$ cat src/rtl/dsadc_pkg.sv
package dsadc_pkg;

  typedef enum logic [1:0] {
    PH_IDLE  = 2'd0,
    PH_AZ    = 2'd1,
    PH_SIG   = 2'd2,
    PH_DEINT = 2'd3
  } phase_t;

  // Zeroing length that keeps the frame steady, saturated to the legal window.
  function automatic int az_fill(input int frame, input int integ, input int used,
                                 input int lo, input int hi);
    int rem;
    rem = frame - integ - used;
    if (rem < lo) rem = lo;
    if (rem > hi) rem = hi;
    return rem;
  endfunction

endpackage

$ cat src/rtl/dsadc_tick_gen.sv
module dsadc_tick_gen #(
  parameter int DIV = 4
) (
  input  logic clk,
  input  logic rst,
  output logic tick
);
  generate
    if (DIV > 1) begin : g_div
      localparam int W = $clog2(DIV);
      localparam logic [W-1:0] LAST = W'(DIV - 1);
      logic [W-1:0] div_q;

      always_ff @(posedge clk) begin
        if (rst)               div_q <= '0;
        else if (div_q == LAST) div_q <= '0;
        else                   div_q <= div_q + 1'b1;
      end

      assign tick = (div_q == LAST);

      assert_tick_spacing_R2: assert property (@(posedge clk) disable iff (rst)
        tick |=> !tick);
    end else begin : g_nodiv
      assign tick = 1'b1;
    end
  endgenerate
endmodule

$ cat src/rtl/dsadc_cmp_sync.sv
module dsadc_cmp_sync (
  input  logic clk,
  input  logic rst,
  input  logic cmp_in,
  output logic cmp_s
);
  logic meta_q, sync_q;

  always_ff @(posedge clk) begin
    if (rst) begin
      meta_q <= 1'b0;
      sync_q <= 1'b0;
    end else begin
      meta_q <= cmp_in;
      sync_q <= meta_q;
    end
  end

  assign cmp_s = sync_q;
endmodule

$ cat src/rtl/dsadc_phase_ctrl.sv
module dsadc_phase_ctrl
  import dsadc_pkg::*;
#(
  parameter int CW         = 12,
  parameter int INT_COUNTS = 1000,
  parameter int DEINT_MAX  = 2000,
  parameter int FRAME      = 4000,
  parameter int AZ_MIN     = 1000,
  parameter int AZ_MAX     = 3000
) (
  input  logic          clk,
  input  logic          rst,
  input  logic          tick,
  input  logic          cmp_s,
  output logic          az_en,
  output logic          sig_en,
  output logic          ref_en,
  output logic          ref_neg,
  output logic          done,
  output logic [CW-1:0] done_mag,
  output logic          done_neg,
  output logic          done_ovr
);
  localparam logic [CW-1:0] INT_LAST = CW'(INT_COUNTS - 1);
  localparam logic [CW-1:0] DE_FULL  = CW'(DEINT_MAX);
  localparam logic [CW-1:0] AZ_START = CW'(AZ_MAX);

  phase_t        phase_q, phase_d;
  logic [CW-1:0] cnt_q, cnt_d;
  logic [CW-1:0] az_len_q, az_len_d;
  logic          pol_q, pol_d;
  logic          fin_cross, fin_ovr;
  logic          az_q, sig_q, ref_q;

  always_comb begin
    phase_d   = phase_q;
    cnt_d     = cnt_q;
    az_len_d  = az_len_q;
    pol_d     = pol_q;
    fin_cross = 1'b0;
    fin_ovr   = 1'b0;
    if (tick) begin
      case (phase_q)
        PH_IDLE: begin
          phase_d = PH_AZ;
          cnt_d   = '0;
        end
        PH_AZ: begin
          if (cnt_q == az_len_q - 1'b1) begin
            phase_d = PH_SIG;
            cnt_d   = '0;
          end else begin
            cnt_d = cnt_q + 1'b1;
          end
        end
        PH_SIG: begin
          if (cnt_q == INT_LAST) begin
            phase_d = PH_DEINT;
            cnt_d   = '0;
            pol_d   = cmp_s;
          end else begin
            cnt_d = cnt_q + 1'b1;
          end
        end
        default: begin
          if (cmp_s != pol_q)      fin_cross = 1'b1;
          else if (cnt_q == DE_FULL) fin_ovr  = 1'b1;
          else                      cnt_d    = cnt_q + 1'b1;
          if (fin_cross || fin_ovr) begin
            phase_d  = PH_AZ;
            cnt_d    = '0;
            az_len_d = CW'(az_fill(FRAME, INT_COUNTS, int'(cnt_q), AZ_MIN, AZ_MAX));
          end
        end
      endcase
    end
  end

  always_ff @(posedge clk) begin
    if (rst) begin
      phase_q  <= PH_IDLE;
      cnt_q    <= '0;
      az_len_q <= AZ_START;
      pol_q    <= 1'b0;
      az_q     <= 1'b0;
      sig_q    <= 1'b0;
      ref_q    <= 1'b0;
    end else begin
      phase_q  <= phase_d;
      cnt_q    <= cnt_d;
      az_len_q <= az_len_d;
      pol_q    <= pol_d;
      az_q     <= (phase_d == PH_AZ);
      sig_q    <= (phase_d == PH_SIG);
      ref_q    <= (phase_d == PH_DEINT);
    end
  end

  assign az_en    = az_q;
  assign sig_en   = sig_q;
  assign ref_en   = ref_q;
  assign ref_neg  = pol_q;
  assign done     = fin_cross | fin_ovr;
  assign done_mag = fin_ovr ? DE_FULL : cnt_q;
  assign done_neg = ~pol_q;
  assign done_ovr = fin_ovr;

  assert_one_switch_R3: assert property (@(posedge clk) disable iff (rst)
    (phase_q != PH_IDLE) |-> ($countones({az_q, sig_q, ref_q}) == 1));

  assert_idle_quiet_R3: assert property (@(posedge clk) disable iff (rst)
    (phase_q == PH_IDLE) |-> !(az_q || sig_q || ref_q));

  assert_az_then_sig_R1: assert property (@(posedge clk) disable iff (rst)
    (phase_q != $past(phase_q) && $past(phase_q) == PH_AZ) |-> (phase_q == PH_SIG));

  assert_sig_then_ref_R1: assert property (@(posedge clk) disable iff (rst)
    (phase_q != $past(phase_q) && $past(phase_q) == PH_SIG) |-> (phase_q == PH_DEINT));

  assert_ref_then_az_R1: assert property (@(posedge clk) disable iff (rst)
    (phase_q != $past(phase_q) && $past(phase_q) == PH_DEINT) |-> (phase_q == PH_AZ));

  assert_step_on_tick_R2: assert property (@(posedge clk) disable iff (rst)
    (phase_q != $past(phase_q)) |-> $past(tick));

  assert_polarity_hold_R4: assert property (@(posedge clk) disable iff (rst)
    (ref_q && $past(ref_q)) |-> $stable(ref_neg));

  assert_finish_in_ref_R5: assert property (@(posedge clk) disable iff (rst)
    done |-> ref_q);
endmodule

$ cat src/rtl/dsadc_result_reg.sv
module dsadc_result_reg #(
  parameter int CW        = 12,
  parameter int DEINT_MAX = 2000
) (
  input  logic          clk,
  input  logic          rst,
  input  logic          load,
  input  logic [CW-1:0] mag_in,
  input  logic          neg_in,
  input  logic          ovr_in,
  output logic [CW-1:0] mag,
  output logic          neg,
  output logic          ovr,
  output logic          valid
);
  localparam logic [CW-1:0] FULL = CW'(DEINT_MAX);

  always_ff @(posedge clk) begin
    if (rst) begin
      mag   <= '0;
      neg   <= 1'b0;
      ovr   <= 1'b0;
      valid <= 1'b0;
    end else begin
      valid <= load;
      if (load) begin
        mag <= mag_in;
        neg <= neg_in;
        ovr <= ovr_in;
      end
    end
  end

  assert_valid_single_R8: assert property (@(posedge clk) disable iff (rst)
    valid |=> !valid);

  assert_hold_between_R8: assert property (@(posedge clk) disable iff (rst)
    !valid |-> ($stable(mag) && $stable(neg) && $stable(ovr)));

  assert_mag_bound_R5: assert property (@(posedge clk) disable iff (rst)
    valid |-> (mag <= FULL));

  assert_ovr_full_R6: assert property (@(posedge clk) disable iff (rst)
    (valid && ovr) |-> (mag == FULL));
endmodule

$ cat src/rtl/dsadc_sequencer.sv
module dsadc_sequencer #(
  parameter int DIV        = 4,
  parameter int INT_COUNTS = 1000,
  parameter int DEINT_MAX  = 2000,
  parameter int FRAME      = 4000,
  parameter int AZ_MIN     = 1000,
  parameter int AZ_MAX     = 3000,
  localparam int CW        = $clog2(FRAME + 1)
) (
  input  logic          clk,
  input  logic          rst,
  input  logic          cmp_in,
  output logic          az_en,
  output logic          sig_en,
  output logic          ref_en,
  output logic          ref_neg,
  output logic [CW-1:0] rd_mag,
  output logic          rd_neg,
  output logic          rd_ovr,
  output logic          rd_valid
);
  logic          tick;
  logic          cmp_s;
  logic          done;
  logic [CW-1:0] done_mag;
  logic          done_neg;
  logic          done_ovr;

  dsadc_tick_gen #(.DIV(DIV)) u_tick (
    .clk  (clk),
    .rst  (rst),
    .tick (tick)
  );

  dsadc_cmp_sync u_sync (
    .clk    (clk),
    .rst    (rst),
    .cmp_in (cmp_in),
    .cmp_s  (cmp_s)
  );

  dsadc_phase_ctrl #(
    .CW         (CW),
    .INT_COUNTS (INT_COUNTS),
    .DEINT_MAX  (DEINT_MAX),
    .FRAME      (FRAME),
    .AZ_MIN     (AZ_MIN),
    .AZ_MAX     (AZ_MAX)
  ) u_ctrl (
    .clk      (clk),
    .rst      (rst),
    .tick     (tick),
    .cmp_s    (cmp_s),
    .az_en    (az_en),
    .sig_en   (sig_en),
    .ref_en   (ref_en),
    .ref_neg  (ref_neg),
    .done     (done),
    .done_mag (done_mag),
    .done_neg (done_neg),
    .done_ovr (done_ovr)
  );

  dsadc_result_reg #(
    .CW        (CW),
    .DEINT_MAX (DEINT_MAX)
  ) u_res (
    .clk    (clk),
    .rst    (rst),
    .load   (done),
    .mag_in (done_mag),
    .neg_in (done_neg),
    .ovr_in (done_ovr),
    .mag    (rd_mag),
    .neg    (rd_neg),
    .ovr    (rd_ovr),
    .valid  (rd_valid)
  );

  assert_valid_opens_zeroing_R8: assert property (@(posedge clk) disable iff (rst)
    rd_valid |-> az_en);
endmodule

$ cat config.mk
export PLATFORM = sky130hd
export DESIGN_NAME = dsadc_sequencer
export DESIGN_NICKNAME = d
export VERILOG_FILES = /design/src/rtl/dsadc_pkg.sv /design/src/rtl/dsadc_tick_gen.sv /design/src/rtl/dsadc_cmp_sync.sv /design/src/rtl/dsadc_phase_ctrl.sv /design/src/rtl/dsadc_result_reg.sv /design/src/rtl/dsadc_sequencer.sv
export SDC_FILE = /design/constraint.sdc
export NUM_CORES = 1
export LEC_CHECK = 0
export ABC_CLOCK_PERIOD_IN_PS = 6100
export BUFFER_PORTS_ARGS = -buffer_cell sky130_fd_sc_hd__buf_4
export CAP_MARGIN = 20
export CELL_PAD_IN_SITES_DETAIL_PLACEMENT = 0
export CELL_PAD_IN_SITES_GLOBAL_PLACEMENT = 1
export CORE_MARGIN = 3
export CORE_UTILIZATION = 29
export DETAILED_ROUTE_END_ITERATION = 10
export GPL_ROUTABILITY_DRIVEN = 1
export HOLD_SLACK_MARGIN = 0.15
export PLACE_DENSITY_LB_ADDON = 0.1
export SYNTH_ARGS = -nofsm -noshare
export SYNTH_HDL_FRONTEND = slang
export SYNTH_SLANG_ARGS = --single-unit
$ cat constraint.sdc
create_clock -name clk -period 6.1 [get_ports clk]
set_input_delay 1.22 -clock clk [delete_from_list [all_inputs] [get_ports clk]]
set_output_delay 1.22 -clock clk [all_outputs]
set_load 0.01 [all_outputs]
* Yosys cells after proc, flatten, opt, wreduce, memory -nomap -nowiden
Cells that the tools add are included.
Operators by class: add/subtract/negate cells 4, multiplexer cells 28, bitwise logic cells 3, magnitude comparators 2, reduce and logical (&&, ||, !) cells 7, eq/ne operators 12
Operators with widths (count):
- $mux W32 | 4
- $mux W12 | 7
- $pmux W12 S3 | 1
- $gt A32 B13 Y1 const B | 1
- $lt A32 B11 Y1 const B | 1
- $sub A12 B12 Y13 const A | 1
- $add A12 B1 Y12 const B | 1
- $eq A12 B10 Y1 const B | 1
- $eq A12 B11 Y1 const B | 1
- $eq A12 B12 Y1 | 1
- $sub A12 B1 Y12 const B | 1
- $mux W1 | 11
- $ne A5 B5 Y1 const B | 2
- $reduce_and A3 Y1 | 3
- $eq A2 B2 Y1 const B | 4
- $mux W2 | 4
- $pmux W2 S3 | 1
- $eq A2 B1 Y1 const B | 2
- $reduce_or A3 Y1 | 1
- $add A2 B1 Y2 const B | 1
- $logic_not A2 Y1 | 1
- $not A1 Y1 | 2
- $reduce_or A2 Y1 | 1
- $logic_or A1 B1 Y1 | 1
- 2 further kinds | 2
Storage, ports and cells: register bits after elaboration 49, word-level logic and storage cells 70, bits of input ports 3

* Longest topological paths before layout
Gate-level depths: netlist (run 1).
depth after elaboration 11, mapped depth 12

* Modules after synthesis
From an unflattened synthesis (run 1), not the netlist that was laid out.
Unflattened totals: cells, all modules 351, area, all modules 2909.0 µm²
By module, submodules not included:
- dsadc_phase_ctrl | cells each 295, area an instance 2245.9 µm², sequential area each 600.6 µm², instances 1
- dsadc_result_reg | cells each 47, area an instance 535.5 µm², sequential area each 300.3 µm², instances 1
- dsadc_tick_gen | cells each 5, area an instance 75.1 µm², sequential area each 40.0 µm², instances 1
- dsadc_cmp_sync | cells each 4, area an instance 52.6 µm², sequential area each 40.0 µm², instances 1

* Least setup slack after synthesis (run 1)
No wires, ideal clock.
path type register to register, from register u_ctrl.cnt_q[0], to register u_ctrl.az_len_q[5], data arrival time 2287 ps, clock period less this slack 2409 ps, path slack 3691 ps, stages on the path, launching flop included 11, data required time 5978 ps, cells stage by stage dfxtp_1 buf_6 or3_1 buf_6 a21oi_4 xnor2_1 o32ai_4 a21boi_1 o31a_1 buf_6 o32a_1
On the way: cells in the longest elaborated chain, start to end 8, elaborated cells on any way between the ends 15
Ends and longest elaborated chain:
- from (decl) | RTL line dsadc_phase_ctrl.sv:29 | logic [CW-1:0] cnt_q, cnt_d;
- from (signal assigned) | RTL line dsadc_phase_ctrl.sv:90 | cnt_q <= cnt_d;
- $sub A12 B12 Y13 | RTL line dsadc_pkg.sv:14 | rem = frame - integ - used;
- $lt A32 B11 Y1 | RTL line dsadc_pkg.sv:15 | if (rem < lo) rem = lo;
- $mux W32 | RTL line dsadc_pkg.sv:15
- $mux W32 | RTL line dsadc_phase_ctrl.sv:69 | if (fin_cross || fin_ovr) begin
- $mux W32 | RTL line dsadc_phase_ctrl.sv:43 | case (phase_q)
- $mux W32 | RTL line dsadc_phase_ctrl.sv:42 | if (tick) begin
- $gt A32 B13 Y1 | RTL line dsadc_pkg.sv:16 | if (rem > hi) rem = hi;
- $mux W12 | RTL line dsadc_pkg.sv:16
- to (signal assigned) | RTL line dsadc_phase_ctrl.sv:91 | az_len_q <= az_len_d;
- to (decl) | RTL line dsadc_phase_ctrl.sv:30 | logic [CW-1:0] az_len_q, az_len_d;
Several ways; a longest one is shown, not always the timed one. The select of a mux whose other input is x is not followed. A chain may end at the register's enable or synchronous reset.

* Worst setup path after layout (run 1)
from register u_ctrl.cnt_q[7], to register u_ctrl.az_len_q[9]
Same word-level chain as after synthesis.

==> flow_metrics.py, run 1 <==
metrics = {
    "run_status": {
        "status": "complete, no violations",
    },
    "synth": {
        "ys_ff_latch": 49,
        "synthSimpleGateAreaFrac": 0.257,
        "post_synth_main_area_contributors": "dfxtp_1 35%, xnor2_1 5.9%, nand2_1 5.4%",
        "syn_area_um2": 2830,
        "synth_commonest_cells": "49 x dfxtp_1, 41 x nand2_1, 38 x nor2_1",
        "avgSynthCellArea_um2": 8.14,
        "yosysMostFrequentCell": "dfxtp_1",
        "ys_seq_area_frac": 0.347,
        "async_flop_share": 0,
        "yosysTopAreaCell": "dfxtp_1",
        "synth-compound-area-share": 0.210,
        "yosysUniqueCellTypes": 57,
        "yosys_warnings": 0,
        "syn-num-nets": 354,
        "yosys_most_used_dff": "dfxtp_1",
        "synthMuxAreaShare": 0.0142,
        "synth_top_family_by_area": "simple AND/OR/NAND/NOR gates",
        "synth_top_area_share": 0.347,
        "synth_enable_flop_cells": 0,
        "post_synth_inst_count": 347,
        "synth_xor_xnor_area_share": 0.0992,
        "yosys.area_share.adder": 0.0177,
    },
    "critical_path": {
        "worstPathArrival_ns": 3.52,
        "cp_max_fo": 21,
        "start_kind": "register",
        "crit_chain": "nand4_1, o41ai_1, nand2_1, nor2_1, o2111a_1, a22oi_4, o32a_1",
        "critical_path_required_ns": 6.29,
        "max_stage_delay_ns": 0.61,
        "r2r_setup_slack_ns": 2.76,
        "path_class": "reg2reg",
        "slowest_stage": "o41ai_1",
        "endpoint_kind": "register",
    },
    "clock_network": {
        "holdBufCountCts": 0,
        "cts_sinks": 49,
        "clkSlewWorstSetupHoldPaths_ns": 0.09,
        "insertion_delay_ns": 0.30,
        "cts_tree": "built",
        "clockBufferDepth": 2,
        "post-cts-setup-buffers": 0,
        "cts_resized": 0,
        "cts-root-buf": "clkbuf_8",
        "numCtsBuffers": 5,
        "h-tree-depth": 2,
    },
    "grt": {
        "first_global_vias": 2314,
        "grt.total_usage": 0.149,
        "grt.overflow.total": 0,
        "antenna_found_initial": 0,
        "grt_pass1_wl_um": 13000,
        "grt_max_degree": 32,
    },
    "timing": {
        "fin_crit_ns": 3.34,
        "fmax_ghz": 0.300,
        "fin_crit_sh": 0.547,
        "relSlewSlack": 0.393,
        "hold_viol": 0,
        "setup-tns-final_ns": 0,
        "setup_viol": 0,
        "worst_pin_slew_ns": 0.902,
        "finalClockSkew_ns": 0.0109,
        "final_max_slew_viol_count": 0,
        "rsz0062_at_grt": "no",
        "whs_ns": 0.434,
    },
    "flow_run": {
        "maxCapViolCount": 0,
    },
    "placement": {
        "place_hpwl_um": 6040,
        "gp_congestion": 0.775,
        "io_buffers": 21,
    },
    "floorplanning": {
        "fp.dieW_um": 105,
        "coreArea_um2": 9370,
        "io_pins": 22,
        "num_rows": 35,
        "die_h_um": 105,
        "design.die.area_um2": 11000,
        "initial_core_util": 0.301,
    },
    "final_layout": {
        "diodes": 0,
        "num-fill-cells": 1038,
        "drive_gt1_frac": 0.111,
        "area_delta_synth_final_pct": 11.2,
        "nNetsFinal": 357,
        "multi_input_area_um2": 1690,
        "seqCellArea_um2": 981,
    },
    "power_and_ir_drop": {
        "p_leak_nw": 1.05,
        "ir_worst_vdd_v": 0.0000840,
        "powerDensity_nw_per_um2": 191,
    },
    "min_path": {
        "hold_path_class": "reg2reg",
    },
    "route": {
        "wirelength_um": 8070,
        "drtAntennaViolNets": 0,
        "dr_total_vias": 2415,
        "drtIter0Drc": 95,
        "viasPerCell": 5.03,
        "firstDrtPassIters": 4,
        "drt-wirelength-per-cell_um": 16.8,
        "drc": 0,
    },
}
[through the flow]
stage	instance area [um2]	utilization	total power, W	setup slack (ns)	std cells
after CTS	3140	0.335	0.000610	2.71	480
after detailed placement	3020	0.323	0.000366	2.80	472
after global routing	3140	0.335	0.000625	2.37	480
after global placement	3020	0.323	0.000366	2.94	472
after floorplan	2830	-	0.000357	3.69	347
final	3140	0.335	0.000601	2.76	480
[state kept, by name (all words and copies together), names as in the netlist]
name,flops
u_ctrl.cnt_q,12
u_res.mag,12
u_ctrl.ref_en,1
u_sync.cmp_s,1
u_ctrl.sig_en,1
u_sync.meta_q,1
u_ctrl.ref_neg,1
u_tick.g_div.div_q,2
u_ctrl.az_en,1
u_ctrl.phase_q,2
u_res.ovr,1
u_res.valid,1
u_res.neg,1
u_ctrl.az_len_q,12
[critical path: cells and delay by family (launching register included)]
| kind | cells | cell delay [ns] |
|---|---|---|
| AND/OR/NAND/NOR | 3 | 1.28 |
| flip-flops | 1 | 0.58 |
| AO/OA/AOI/OAI | 4 | 1.36 |
[report_power, final]
part           internal, W  leakage, nW  switching, W  total (W)
Combinational    0.0000104        0.595     0.0000207  0.0000311
Clock             0.000134       0.0585      0.000110   0.000244
Sequential        0.000323        0.396    0.00000330   0.000327
[path summary, 6_finish.rpt]
| kind | start | to | depth (start not counted) |
|---|---|---|---|
| worst max-delay path | u_ctrl.cnt_q[7] | u_ctrl.az_len_q[9] | 7 |
| worst min-delay path | u_tick.g_div.div_q[0] | u_tick.g_div.div_q[0] | 1 |
| worst max register to register | u_ctrl.cnt_q[7] | u_ctrl.az_len_q[9] | 7 |
| worst min register to register | u_tick.g_div.div_q[0] | u_tick.g_div.div_q[0] | 1 |
[cell families (layout without fill, tap and decap cells)]
family	Yosys count	count (layout)
AND/OR/NAND/NOR	145	145
AO/OA/AOI/OAI	79	79
flip-flops	49	49
buffers and inverters	34	38
XOR/XNOR	32	32
adder cells (fa/ha/maj)	4	4
multiplexers	4	4
[placed cells by master, fill, tap and decap left out, types with 9 or more instances in the layout]
master	count
nor2_1	38
nand2b_1	9
xor2_1	13
nand2_1	41
nor3_1	9
inv_1	9
a21oi_1	20
dfxtp_1	49
buf_4	21
xnor2_1	19
[per-layer routing]
metal | vias to the layer above | GRT usage | share of wire | wire length, um
li1 | 1231 | - | - | -
met1 | 1136 | 0.224 | 0.52 | 4200
met2 | 42 | 0.226 | 0.43 | 3500
met3 | 6 | 0.0229 | 0.037 | 301
met4 | 0 | 0.0300 | 0.0088 | 71
met5 | - | 0 | 0 | 0
[final cells by class]
type                            instances  area share
Clock inverter                          1     0.00956
Inverter                                9      0.0108
Tap cell                              129      0.0514
Sequential cell                        49       0.312
Timing Repair Buffer                   21      0.0502
Clock buffer                            7      0.0275
Multi-Input combinational cell        264       0.538
No activity file was read; power rests on OpenSTA's default activity.
==> run 2, diff against run 1 <==
--- a/config.mk
+++ b/config.mk
@@ -5,7 +5,8 @@
 export SDC_FILE = /design/constraint.sdc
 export NUM_CORES = 1
 export LEC_CHECK = 0
-export ABC_CLOCK_PERIOD_IN_PS = 6100
+export ABC_AREA = 1
+export ABC_CLOCK_PERIOD_IN_PS = 3100
 export BUFFER_PORTS_ARGS = -buffer_cell sky130_fd_sc_hd__buf_4
 export CAP_MARGIN = 20
 export CELL_PAD_IN_SITES_DETAIL_PLACEMENT = 0
==> constraint.sdc (replaced) <==
create_clock -name clk -period 3.1 [get_ports clk]
set_input_delay 0.62 -clock clk [delete_from_list [all_inputs] [get_ports clk]]
set_output_delay 0.62 -clock clk [all_outputs]
set_load 0.01 [all_outputs]
==> flow_metrics.py, run 2 <==
metrics = {
    "run_status": {
        "status": "complete, no violations",
    },
    "final_layout": {
        "stdcell_area_um2": 3280,
        "seqCellArea_um2": 981,
        "multi_input_area_um2": 1640,
        "layout_commonest_cell": "nand2_1",
        "area_delta_synth_final_pct": 11.2,
        "layout_common_cells": "101 x nand2_1, 49 x inv_1, 49 x dfxtp_1",
        "nNetsFinal": 460,
        "num-fill-cells": 1114,
        "diodes": 0,
        "reg.largest.list": "u_ctrl.az_len_q (12), u_ctrl.cnt_q (12), u_res.mag (12)",
        "drive_gt1_frac": 0.139,
    },
    "critical_path": {
        "endpoint_kind": "register",
        "r2r_end": "u_ctrl.cnt_q[0]",
        "worstPathArrival_ns": 2.84,
        "cp_max_fo": 4,
        "path_class": "reg2reg",
        "critical_path_required_ns": 3.28,
        "critPathBufInv": 1,
        "crit_cells": 14,
        "crit_chain": "inv_1, ha_1, nand2_1, nor2_1, nand2_1, nor2_1, nand2_1, xor2_1, nor3_1, nand3_1, nand2_1, nand2_1, nand2_1, a21oi_1",
        "r2r_setup_slack_ns": 0.44,
        "start_kind": "register",
        "rr_worst_depth": 14,
        "path_common_cell": "nand2_1",
        "path_delay_family": "simple AND/OR/NAND/NOR gates",
        "slowest_stage": "nor3_1",
        "r2r-start": "u_ctrl.az_len_q[0]",
        "max_stage_delay_ns": 0.37,
    },
    "synth": {
        "yosys_most_used_dff": "dfxtp_1",
        "synth_enable_flop_cells": 0,
        "post_synth_inst_count": 439,
        "yosys_warnings": 0,
        "ys_seq_area_frac": 0.332,
        "avgSynthCellArea_um2": 6.72,
        "ys_ff_latch": 49,
        "synth_top_area_share": 0.332,
        "yosysTopAreaCell": "dfxtp_1",
        "yosysUniqueCellTypes": 33,
        "post_synth_main_area_contributors": "dfxtp_1 33%, nand2_1 13%, inv_1 6.2%",
        "synth_commonest_cells": "101 x nand2_1, 49 x dfxtp_1, 49 x inv_1",
        "async_flop_share": 0,
        "yosysMostFrequentCell": "nand2_1",
        "syn-num-nets": 446,
        "syn_area_um2": 2950,
    },
    "route": {
        "viasPerCell": 4.67,
        "drt-wirelength-per-cell_um": 14.1,
        "drtIter0Drc": 122,
        "dr_total_vias": 2739,
        "firstDrtPassIters": 4,
        "drc": 0,
        "wirelength_um": 8280,
        "drtAntennaViolNets": 0,
    },
    "power_and_ir_drop": {
        "powerDensity_nw_per_um2": 366,
        "p_leak_nw": 1.46,
        "ir_worst_vdd_v": 0.000158,
    },
    "grt": {
        "first_global_vias": 2581,
        "grt.total_usage": 0.150,
        "grt_pass1_wl_um": 13500,
        "antenna_found_initial": 0,
        "grt.overflow.total": 0,
        "grt_max_degree": 25,
    },
    "floorplanning": {
        "die_h_um": 107,
        "io_pins": 22,
        "fp.dieW_um": 107,
        "coreArea_um2": 9820,
        "initial_core_util": 0.300,
        "design.die.area_um2": 11400,
        "num_rows": 36,
    },
    "timing": {
        "relSlewSlack": 0.684,
        "hold_viol": 0,
        "setup_viol": 0,
        "finalClockSkew_ns": 0.00774,
        "final_max_slew_viol_count": 0,
        "worst_pin_slew_ns": 0.470,
        "fin_crit_sh": 0.859,
        "fmax_ghz": 0.375,
        "rsz0062_at_grt": "no",
        "setup-tns-final_ns": 0,
        "fin_crit_ns": 2.66,
        "whs_ns": 0.408,
    },
    "placement": {
        "place_hpwl_um": 6440,
        "gp_congestion": 0.807,
        "io_buffers": 21,
        "dpl-instance-area_um2": 3180,
    },
    "clock_network": {
        "post-cts-setup-buffers": 0,
        "cts_resized": 0,
        "clockBufferDepth": 2,
        "h-tree-depth": 2,
        "holdBufCountCts": 0,
        "numCtsBuffers": 5,
        "cts_tree": "built",
        "cts-root-buf": "clkbuf_8",
        "cts_sinks": 49,
        "insertion_delay_ns": 0.30,
        "clkSlewWorstSetupHoldPaths_ns": 0.10,
    },
    "min_path": {
        "hp-start": "u_sync.meta_q",
        "hold_depth": 2,
        "whs_endpoint": "u_sync.cmp_s",
        "hold_path_class": "reg2reg",
    },
    "flow_run": {
        "maxCapViolCount": 0,
    },
}
==> run 2: worst max-delay path by stage <==
stage	from	to
2_1_floorplan	u_ctrl.cnt_q[0]	u_ctrl.az_len_q[3]
3_5_place_dp	u_ctrl.az_len_q[0]	u_ctrl.cnt_q[0]
4_1_cts	u_ctrl.az_len_q[0]	u_ctrl.cnt_q[0]
6_report	u_ctrl.az_len_q[0]	u_ctrl.cnt_q[0]
5_1_grt	u_ctrl.az_len_q[0]	u_ctrl.cnt_q[0]
3_3_place_gp	u_ctrl.az_len_q[0]	u_ctrl.cnt_q[9]
==> run 2: layout make-up <==
class,instances,share of cell area
Timing Repair Buffer,24,0.0549
Sequential cell,49,0.299
Inverter,57,0.0652
Tap cell,133,0.0507
Clock inverter,2,0.00420
Clock buffer,6,0.0252
Multi-Input combinational cell,316,0.501
==> run 2: per-layer routing <==
layer,vias to the layer above,routed length [um],part of all wire,GRT usage
met5,-,0,0,0
met4,0,160,0.019,0.0457
met3,12,193,0.023,0.0211
met2,39,3600,0.43,0.230
met1,1252,4330,0.52,0.218
li1,1436,-,-,-
==> run 2: worst reg2reg max path, delay by kind of cell (launching register included) <==
family	cells	cell delay, ns
AND/OR/NAND/NOR	10	1.62
flip-flops	1	0.34
adder cells (fa/ha/maj)	1	0.19
XOR/XNOR	1	0.16
AO/OA/AOI/OAI	1	0.12
buffers and inverters	1	0.11
==> run 2: through the flow <==
stage | setup slack, ns | total power, W | cells | utilization
2_1_floorplan | 1.10 | 0.000768 | 439 | -
3_3_place_gp | 0.497 | 0.000810 | 579 | 0.324
3_5_place_dp | 0.520 | 0.000808 | 579 | 0.324
4_1_cts | 0.492 | 0.00122 | 587 | 0.334
5_1_grt | 0.170 | 0.00127 | 587 | 0.334
6_report | 0.436 | 0.00120 | 587 | 0.334
==> run 2: cell families (layout without fill, tap and decap cells) <==
logic type	after synthesis	count (layout)	share of synthesized area
xor gates and xnor gates	19	19	0.0564
buffers and inverters	74	89	0.111
adders and majority gates	4	4	0.0170
and+or+nand+nor	226	226	0.360
AOI/OAI and AO/OA	67	67	0.123
DFF	49	49	0.332
==> run 2: power breakdown <==
group / switching (W) / total [W] / internal, W
Combinational: 0.000103 / 0.000147 / 0.0000439
Sequential: 0.00000676 / 0.000645 / 0.000638
Clock: 0.000226 / 0.000407 / 0.000182
